File: src/rtl/buserr_pkg.sv
package buserr_pkg;
  localparam int unsigned DATA_W  = 32;
  localparam int unsigned RIDX_W  = 3;
  localparam int unsigned WIN_W   = 8;

  localparam logic [RIDX_W-1:0] IDX_ERR_CTL  = 3'd0;
  localparam logic [RIDX_W-1:0] IDX_ERR_ADDR = 3'd1;
  localparam logic [RIDX_W-1:0] IDX_INT_STAT = 3'd2;
  localparam logic [RIDX_W-1:0] IDX_INT_EN   = 3'd3;
  localparam logic [RIDX_W-1:0] IDX_WIN_BASE = 3'd4;
  localparam logic [RIDX_W-1:0] IDX_CFG_ERR  = 3'd5;
endpackage

File: src/rtl/buserr_log.sv
module buserr_log #(
  parameter int unsigned AW = 32
) (
  input  logic          clk_i,
  input  logic          rst_ni,
  input  logic          pulse_i,
  input  logic [AW-1:0] addr_i,
  input  logic          clr_i,
  output logic          cap_o,
  output logic          valid_o,
  output logic [AW-1:0] addr_o
);
  logic          valid_q;
  logic [AW-1:0] addr_q;

  assign cap_o   = pulse_i & ~valid_q;
  assign valid_o = valid_q;
  assign addr_o  = addr_q;

  always_ff @(posedge clk_i or negedge rst_ni) begin
    if (!rst_ni) begin
      valid_q <= 1'b0;
      addr_q  <= '0;
    end else begin
      if (cap_o)      valid_q <= 1'b1;
      else if (clr_i) valid_q <= 1'b0;
      if (cap_o)      addr_q  <= addr_i;
    end
  end


  capture_sets_valid_chk: assert property (@(posedge clk_i) disable iff (!rst_ni)
    cap_o |=> valid_q);

  capture_latches_addr_chk: assert property (@(posedge clk_i) disable iff (!rst_ni)
    cap_o |=> addr_q == $past(addr_i));

  held_addr_stable_chk: assert property (@(posedge clk_i) disable iff (!rst_ni)
    valid_q |=> $stable(addr_q));

  clear_drops_valid_chk: assert property (@(posedge clk_i) disable iff (!rst_ni)
    (valid_q && clr_i) |=> !valid_q);
endmodule

File: src/rtl/buserr_irq.sv
module buserr_irq (
  input  logic clk_i,
  input  logic rst_ni,
  input  logic cap_i,
  input  logic clr_i,
  input  logic en_we_i,
  input  logic en_d_i,
  output logic stat_o,
  output logic en_o,
  output logic irq_o
);
  logic stat_q, en_q;

  always_ff @(posedge clk_i or negedge rst_ni) begin
    if (!rst_ni) begin
      stat_q <= 1'b0;
      en_q   <= 1'b0;
    end else begin
      if (cap_i)      stat_q <= 1'b1;
      else if (clr_i) stat_q <= 1'b0;
      if (en_we_i)    en_q   <= en_d_i;
    end
  end

  assign stat_o = stat_q;
  assign en_o   = en_q;
  assign irq_o  = stat_q & en_q;


  stat_only_on_capture_chk: assert property (@(posedge clk_i) disable iff (!rst_ni)
    $rose(stat_q) |-> $past(cap_i));

  capture_wins_clear_chk: assert property (@(posedge clk_i) disable iff (!rst_ni)
    cap_i |=> stat_q);
endmodule

File: src/rtl/buserr_cfgwin.sv
module buserr_cfgwin #(
  parameter int unsigned AW = 32,
  parameter int unsigned WW = 8
) (
  input  logic          clk_i,
  input  logic          rst_ni,
  input  logic          cap_i,
  input  logic [AW-1:0] addr_i,
  input  logic          base_we_i,
  input  logic [WW-1:0] base_d_i,
  input  logic          clr_i,
  output logic [WW-1:0] base_o,
  output logic          flag_o
);
  logic [WW-1:0] base_q;
  logic          flag_q;
  logic          hit;

  assign hit = cap_i && (addr_i[AW-1 -: WW] == base_q);

  always_ff @(posedge clk_i or negedge rst_ni) begin
    if (!rst_ni) begin
      base_q <= '0;
      flag_q <= 1'b0;
    end else begin
      if (base_we_i)  base_q <= base_d_i;
      if (hit)        flag_q <= 1'b1;
      else if (clr_i) flag_q <= 1'b0;
    end
  end

  assign base_o = base_q;
  assign flag_o = flag_q;


  flag_needs_capture_chk: assert property (@(posedge clk_i) disable iff (!rst_ni)
    $rose(flag_q) |-> $past(cap_i));

  flag_clear_chk: assert property (@(posedge clk_i) disable iff (!rst_ni)
    (clr_i && !cap_i) |=> !flag_q);
endmodule

File: src/rtl/buserr_logger.sv
module buserr_logger
  import buserr_pkg::*;
(
  input  logic              clk_i,
  input  logic              rst_ni,
  input  logic              err_valid_i,
  input  logic [DATA_W-1:0] err_addr_i,
  input  logic [RIDX_W-1:0] reg_addr_i,
  input  logic              reg_we_i,
  input  logic [DATA_W-1:0] reg_wdata_i,
  output logic [DATA_W-1:0] reg_rdata_o,
  output logic              irq_o
);
  localparam int unsigned PAD_W = DATA_W - WIN_W;

  logic              cap, valid, stat, en, cfg_flag;
  logic [DATA_W-1:0] log_addr;
  logic [WIN_W-1:0]  base;
  logic              w1c_bit;

  assign w1c_bit = reg_we_i & reg_wdata_i[0];

  buserr_log #(.AW(DATA_W)) u_log (
    .clk_i   (clk_i),
    .rst_ni  (rst_ni),
    .pulse_i (err_valid_i),
    .addr_i  (err_addr_i),
    .clr_i   (w1c_bit && reg_addr_i == IDX_ERR_CTL),
    .cap_o   (cap),
    .valid_o (valid),
    .addr_o  (log_addr)
  );

  buserr_irq u_irq (
    .clk_i   (clk_i),
    .rst_ni  (rst_ni),
    .cap_i   (cap),
    .clr_i   (w1c_bit && reg_addr_i == IDX_INT_STAT),
    .en_we_i (reg_we_i && reg_addr_i == IDX_INT_EN),
    .en_d_i  (reg_wdata_i[0]),
    .stat_o  (stat),
    .en_o    (en),
    .irq_o   (irq_o)
  );

  buserr_cfgwin #(.AW(DATA_W), .WW(WIN_W)) u_win (
    .clk_i     (clk_i),
    .rst_ni    (rst_ni),
    .cap_i     (cap),
    .addr_i    (err_addr_i),
    .base_we_i (reg_we_i && reg_addr_i == IDX_WIN_BASE),
    .base_d_i  (reg_wdata_i[DATA_W-1 -: WIN_W]),
    .clr_i     (w1c_bit && reg_addr_i == IDX_CFG_ERR),
    .base_o    (base),
    .flag_o    (cfg_flag)
  );

  always_comb begin
    reg_rdata_o = '0;
    unique case (reg_addr_i)
      IDX_ERR_CTL:  reg_rdata_o[0] = valid;
      IDX_ERR_ADDR: reg_rdata_o    = log_addr;
      IDX_INT_STAT: reg_rdata_o[0] = stat;
      IDX_INT_EN:   reg_rdata_o[0] = en;
      IDX_WIN_BASE: reg_rdata_o    = {base, {PAD_W{1'b0}}};
      IDX_CFG_ERR:  reg_rdata_o[0] = cfg_flag;
      default:      reg_rdata_o    = '0;
    endcase
  end


  irq_tracks_status_chk: assert property (@(posedge clk_i) disable iff (!rst_ni)
    irq_o |-> (stat && en));

  always_comb if (!rst_ni) reset_quiet_chk: assert (!irq_o);
endmodule

File: config.mk
export PLATFORM = sky130hd
export DESIGN_NAME = buserr_logger
export DESIGN_NICKNAME = d
export VERILOG_FILES = /design/src/rtl/buserr_pkg.sv /design/src/rtl/buserr_log.sv /design/src/rtl/buserr_irq.sv /design/src/rtl/buserr_cfgwin.sv /design/src/rtl/buserr_logger.sv
export SDC_FILE = /design/constraint.sdc
export NUM_CORES = 1
export LEC_CHECK = 0
export BUFFER_PORTS_ARGS = -buffer_cell sky130_fd_sc_hd__buf_2
export CAP_MARGIN = 20
export CORE_ASPECT_RATIO = 1.25
export CORE_UTILIZATION = 35
export CTS_CLUSTER_DIAMETER = 100
export DETAILED_ROUTE_END_ITERATION = 6
export GPL_TIMING_DRIVEN = 1
export HOLD_SLACK_MARGIN = 0.06
export PLACE_DENSITY = 0.73
export SLEW_MARGIN = 25
export SYNTH_ARGS = -nofsm -noshare
export SYNTH_HDL_FRONTEND = slang
export SYNTH_SLANG_ARGS = --single-unit
export TNS_END_PERCENT = 1
File: constraint.sdc
create_clock -name clk_i -period 1.7 [get_ports clk_i]
set_input_delay 0.34 -clock clk_i [delete_from_list [all_inputs] [get_ports clk_i]]
set_output_delay 0.34 -clock clk_i [all_outputs]
set_load 0.01 [all_outputs]
# == Yosys cells after proc, flatten, opt, wreduce, memory -nomap -nowiden ==
# Cells that the tools add are included.
# classes
n_mux,8
bitwise,4
n_reduce_logical,10
eq_ne,6
# op_table
cell,n
case mux 31 bit (2 select lines),1
== test 8 bit,1
== test 3 x 2 -> 1 bit (second input constant),2
== test 3 bit (second input constant),2
logical AND 1 bit,6
two-way mux 1 bit,6
nonzero test 2 bit,3
case mux 1 bit (5 select lines),1
bitwise AND 1 bit,3
== test 3 x 1 -> 1 bit (second input constant),1
zero test 3 bit,1
inverter 1 bit,1
# word_totals
word_cells,34
register_bits,44
inputBits,71

# == Longest topological paths before layout ==
# depth
depth_word,4
depth_mapped,6

# == By module ==
# Synthesis repeated with hierarchy kept, for this count alone.
# hier_totals
hier_cells,180
area_unflattened_um2,2378.5
# modules_own_cells
mod,area_per_inst_um2,n_inst,cells_each
buserr_log,1383.8,1,72
buserr_logger,486.7,1,71
buserr_cfgwin,425.4,1,31
buserr_irq,82.6,1,6

# == Least setup slack after synthesis ==
# Ideal clock, no wire load.
# synth_path
kind,input port to output port
start,in reg_addr_i[0]
end,out reg_rdata_o[10]
stages,6
t_arrival_ns,1.260
t_required_ns,1.360
setup_slack_ns,0.100
cell_sequence,buf_4 -> nor2b_1 -> buf_4 -> and2b_1 -> clkbuf_2 -> and2_1
# synth_between
elab_chain_cells,2
# synth_lines
element,line,text
"start, declared",buserr_logger.sv:8,"input logic [RIDX_W-1:0] reg_addr_i,"
== test 3 bit or == test 3 x 1 -> 1 bit (tied branches),buserr_logger.sv:60,unique case (reg_addr_i)
case mux 31 bit (2 select lines) *,buserr_logger.sv:60,
"end, declared",buserr_logger.sv:11,"output logic [DATA_W-1:0] reg_rdata_o,"
# Mark *: on every way between the ends. The rest lies on a longest branch, timed or not.

# == Worst setup path in the final report ==
# layout_path
start,reg u_irq.stat_q (netlist: u_irq.stat_o)
end,out reg_rdata_o[0]
# layout_between
elab_chain_cells,1
# layout_lines
element,line,text
"start, declared",buserr_irq.sv:12,"logic stat_q, en_q;"
"start signal, assigned",buserr_irq.sv:16,stat_q <= 1'b0;
"start signal, assigned",buserr_irq.sv:19,if (cap_i) stat_q <= 1'b1;
"start signal, assigned",buserr_irq.sv:20,else if (clr_i) stat_q <= 1'b0;
case mux 1 bit (5 select lines),buserr_logger.sv:60,
# Every way passes these cells.

==> run_results.csv <==
group,metric,value,unit
yosys,synth.distinct_cells,25,
floorplan,die_h,88.6,µm
global_routing,grt_pass1_wl,7360,µm
critical_path,cp-endpoint,"reg_rdata_o[0]",
yosys,yosys_register_bits,44,
yosys,synth_xor_xnor_area_share,3.34,%
route,vias,1594,
critical_path,r2r_end,"u_log.addr_o[11]$_DFFE_PN0P_",
place,placedInstanceArea,0.00263,mm²
power,p_leak,1.34,nW
final_layout,final_cell_mix,"buf_2, dfrtp_1, mux2_2",
route,drc,4,
sta,final.setup_skew,0.00627,ns
place,place.gp.congestion,0.772,
floorplan,die_x,71.3,µm
yosys,netlist_area,0.00210,mm²
yosys,synth.top_cell.area_share,52.4,%
sta,period_share,95.3,%
final_layout,multi_input_area,967,µm²
floorplan,die_area,0.00632,mm²
yosys,postSynthAreaPerCell,12.5,µm²
route,antenna_left,0,
clocking,clock_sinks,44,
global_routing,grt_antenna_before_repair,0,
final_layout,fill_cells,546,
yosys,synthCells,168,
final_layout,final_nets,326,
route,wl_per_cell,14.3,µm
floorplan,ios,104,
min_path,hold_class,"input pin to flip-flop",
status,status,"complete, but fails checks",
critical_path,cp.required,1.36,ns
yosys,synthMuxAreaShare,23.0,%
critical_path,crit_type,"flip-flop to output pin",
sta,fmax,617,MHz
critical_path,rr_startpoint,"u_log.valid_o$_DFFE_PN0P_",
global_routing,gr-total-overflow,0,
clocking,cts_buffer_depth,2,
power,p_per_area,1020,mW/mm²
critical_path,r2r_slack,0.36,ns
status,violations,"design-rule violations",
final_layout,fin_area,0.00274,mm²
sta,worst_pin_slew,0.513,ns
route,routed_wl,4620,µm
global_routing,track_usage,15.0,%
place,placed_cells,313,
global_routing,grt_start_max_net_pins,25,
sta,setup_viol,0,
final_layout,area.sequential,0.00110,mm²
sta,finalHoldViolCount,0,
critical_path,critPathMaxFanout,3,
critical_path,end_kind,"output pin",
yosys,seq_area_frac_synth,52.4,%
route,viasPerCell,4.95,
clocking,h-tree-depth,2,
final_layout,layout-drive-gt1-share,55.5,%
clocking,clockRootBuffer,"clkbuf_8",
critical_path,cp-start-kind,"flip-flop",
sta,fin_crit,1.62,ns
yosys,synth_simple_gate_area_share,14.2,%
floorplan,rows,31,
place,dpl.hpwl,3420,µm
global_routing,grt_pass1_vias,1598,
final_layout,antenna_cells,0,
clocking,cts_buffers,5,
final_layout,final_core_utilization,47.5,%
clocking,clk_latency,0.29,ns
yosys,synthAdderAreaFrac,0,%
clocking,cts_tree,"built",
floorplan,floorplan.initialDensity,36.3,%
final_layout,fin_cells,322,
yosys,yosysTopAreaCell,"dfrtp_1",
route,first_iter_violations,42,
yosys,synth-compound-area-share,4.59,%
critical_path,rr_worst_depth,3,
final_layout,syn_to_final_growth,30.6,%
sta,final_max_slew_viol_count,0,
power,p_total,2.81,mW
yosys,synth.area.top_cells,"dfrtp_1, mux2_2, and2_1",
yosys,synth_top_family_by_area,"multiplexers",
floorplan,core_region_area,0.00578,mm²
place,numPortBuffers,80,
critical_path,critical_path.startpoint,"u_irq.stat_o$_DFFE_PN0P_",
route,drt_pass1_iterations,6,
sta,maxSlewHeadroom,65.8,%
final_layout,final_common_cell,"buf_2",
critical_path,cp.arrival,1.28,ns
job,max_cap_violations,0,
yosys,yosys_warnings,0,
clocking,path_clk_slew,0.09,ns
power,peakVddDrop,0.485,mV
yosys,synth_nets,239,
clocking,cts_setup_buffers,0,
sta,rsz0062_at_grt,"no",
-- synthesized netlist by cell type (all sizes together) --
library cell  count
mux2i             1
and2b             1
and2             24
nand2             2
buf               6
nand2b            1
mux2             42
o21ai             1
nand3             3
o22ai             1
nor2             10
nor3b             1
nand4             2
a22oi             8
clkbuf            4
and3              1
dfrtp            44
o31ai             1
a21o              1
and4b             1
a21oi             2
xnor2             8
nor2b             3
-- worst min path at each step --
stage,start,end,depth (start not counted)
final,reg_wdata_i[27],u_win.base_o[3]$_DFFE_PN0P_,2
after detailed placement,rst_ni,u_log.addr_o[6]$_DFFE_PN0P_,1
after CTS,reg_wdata_i[27],u_win.base_o[3]$_DFFE_PN0P_,2
after global routing,err_addr_i[12],u_log.addr_o[12]$_DFFE_PN0P_,2
after global placement,rst_ni,u_log.addr_o[6]$_DFFE_PN0P_,1
after floorplan,rst_ni,u_irq.en_o$_DFFE_PN0P_,0
-- critical path, cell delays in order (launching register included) --
cell	delay (ns)
dfrtp_1	0.38
mux2i_1	0.08
mux2_4	0.26
o22ai_2	0.13
buf_2	0.14
-- per-layer routing --
| metal | global-route usage [%] | part of all wire [%] |
|---|---|---|
| met1 | 19.3 | 41 |
| met4 | 4.91 | 1.1 |
| met2 | 25.6 | 55 |
| met3 | 2.73 | 3.2 |
| met5 | 0 | 0 |
-- metrics by stage --
stage,setup slack (ns),hold WS (ns),setup TNS (ns)
6_report,0.0794,0.269,0
5_1_grt,0.00212,0.267,0
4_1_cts,0.0518,0.265,0
3_5_place_dp,-0.0854,0.339,-0.368
3_3_place_gp,-0.0615,0.340,-0.283
2_1_floorplan,0.100,0.0444,0
-- flip-flops by register name, indices dropped and copies added, names as in the netlist --
register and cells:
u_irq.en_o 1, u_irq.stat_o 1, u_log.addr_o 32, u_log.valid_o 1, u_win.base_o 8, u_win.flag_o 1
-- where the power goes --
group,internal (mW),leakage (nW),switching (mW)
logic,0.400,0.770,0.243
registers,1.34,0.524,0.156
clock network,0.332,0.0455,0.340
total,2.07,1.34,0.739
-- logic make-up (layout without fill, tap and decap cells) --
group,count (synthesis),after routing
mux,43,43
simple gates,49,49
buf+inv,10,98
xor+xnor,8,8
compound gates,14,14
flops,44,44
-- layout make-up --
class                   instances  area share (%)
flip-flops and latches         44            40.1
repair buffers                 90            18.3
multi-input cells             114            35.2
clock buffers                   8            3.28
well taps                      66            3.01
-- timing repair --
item	in CTS	in global routing
hold buffers	1	0
endpoints found under the setup margin	8	1
resized for setup	1	2
hold endpoints to repair	20	0
(Power assumes the default switching activity.)
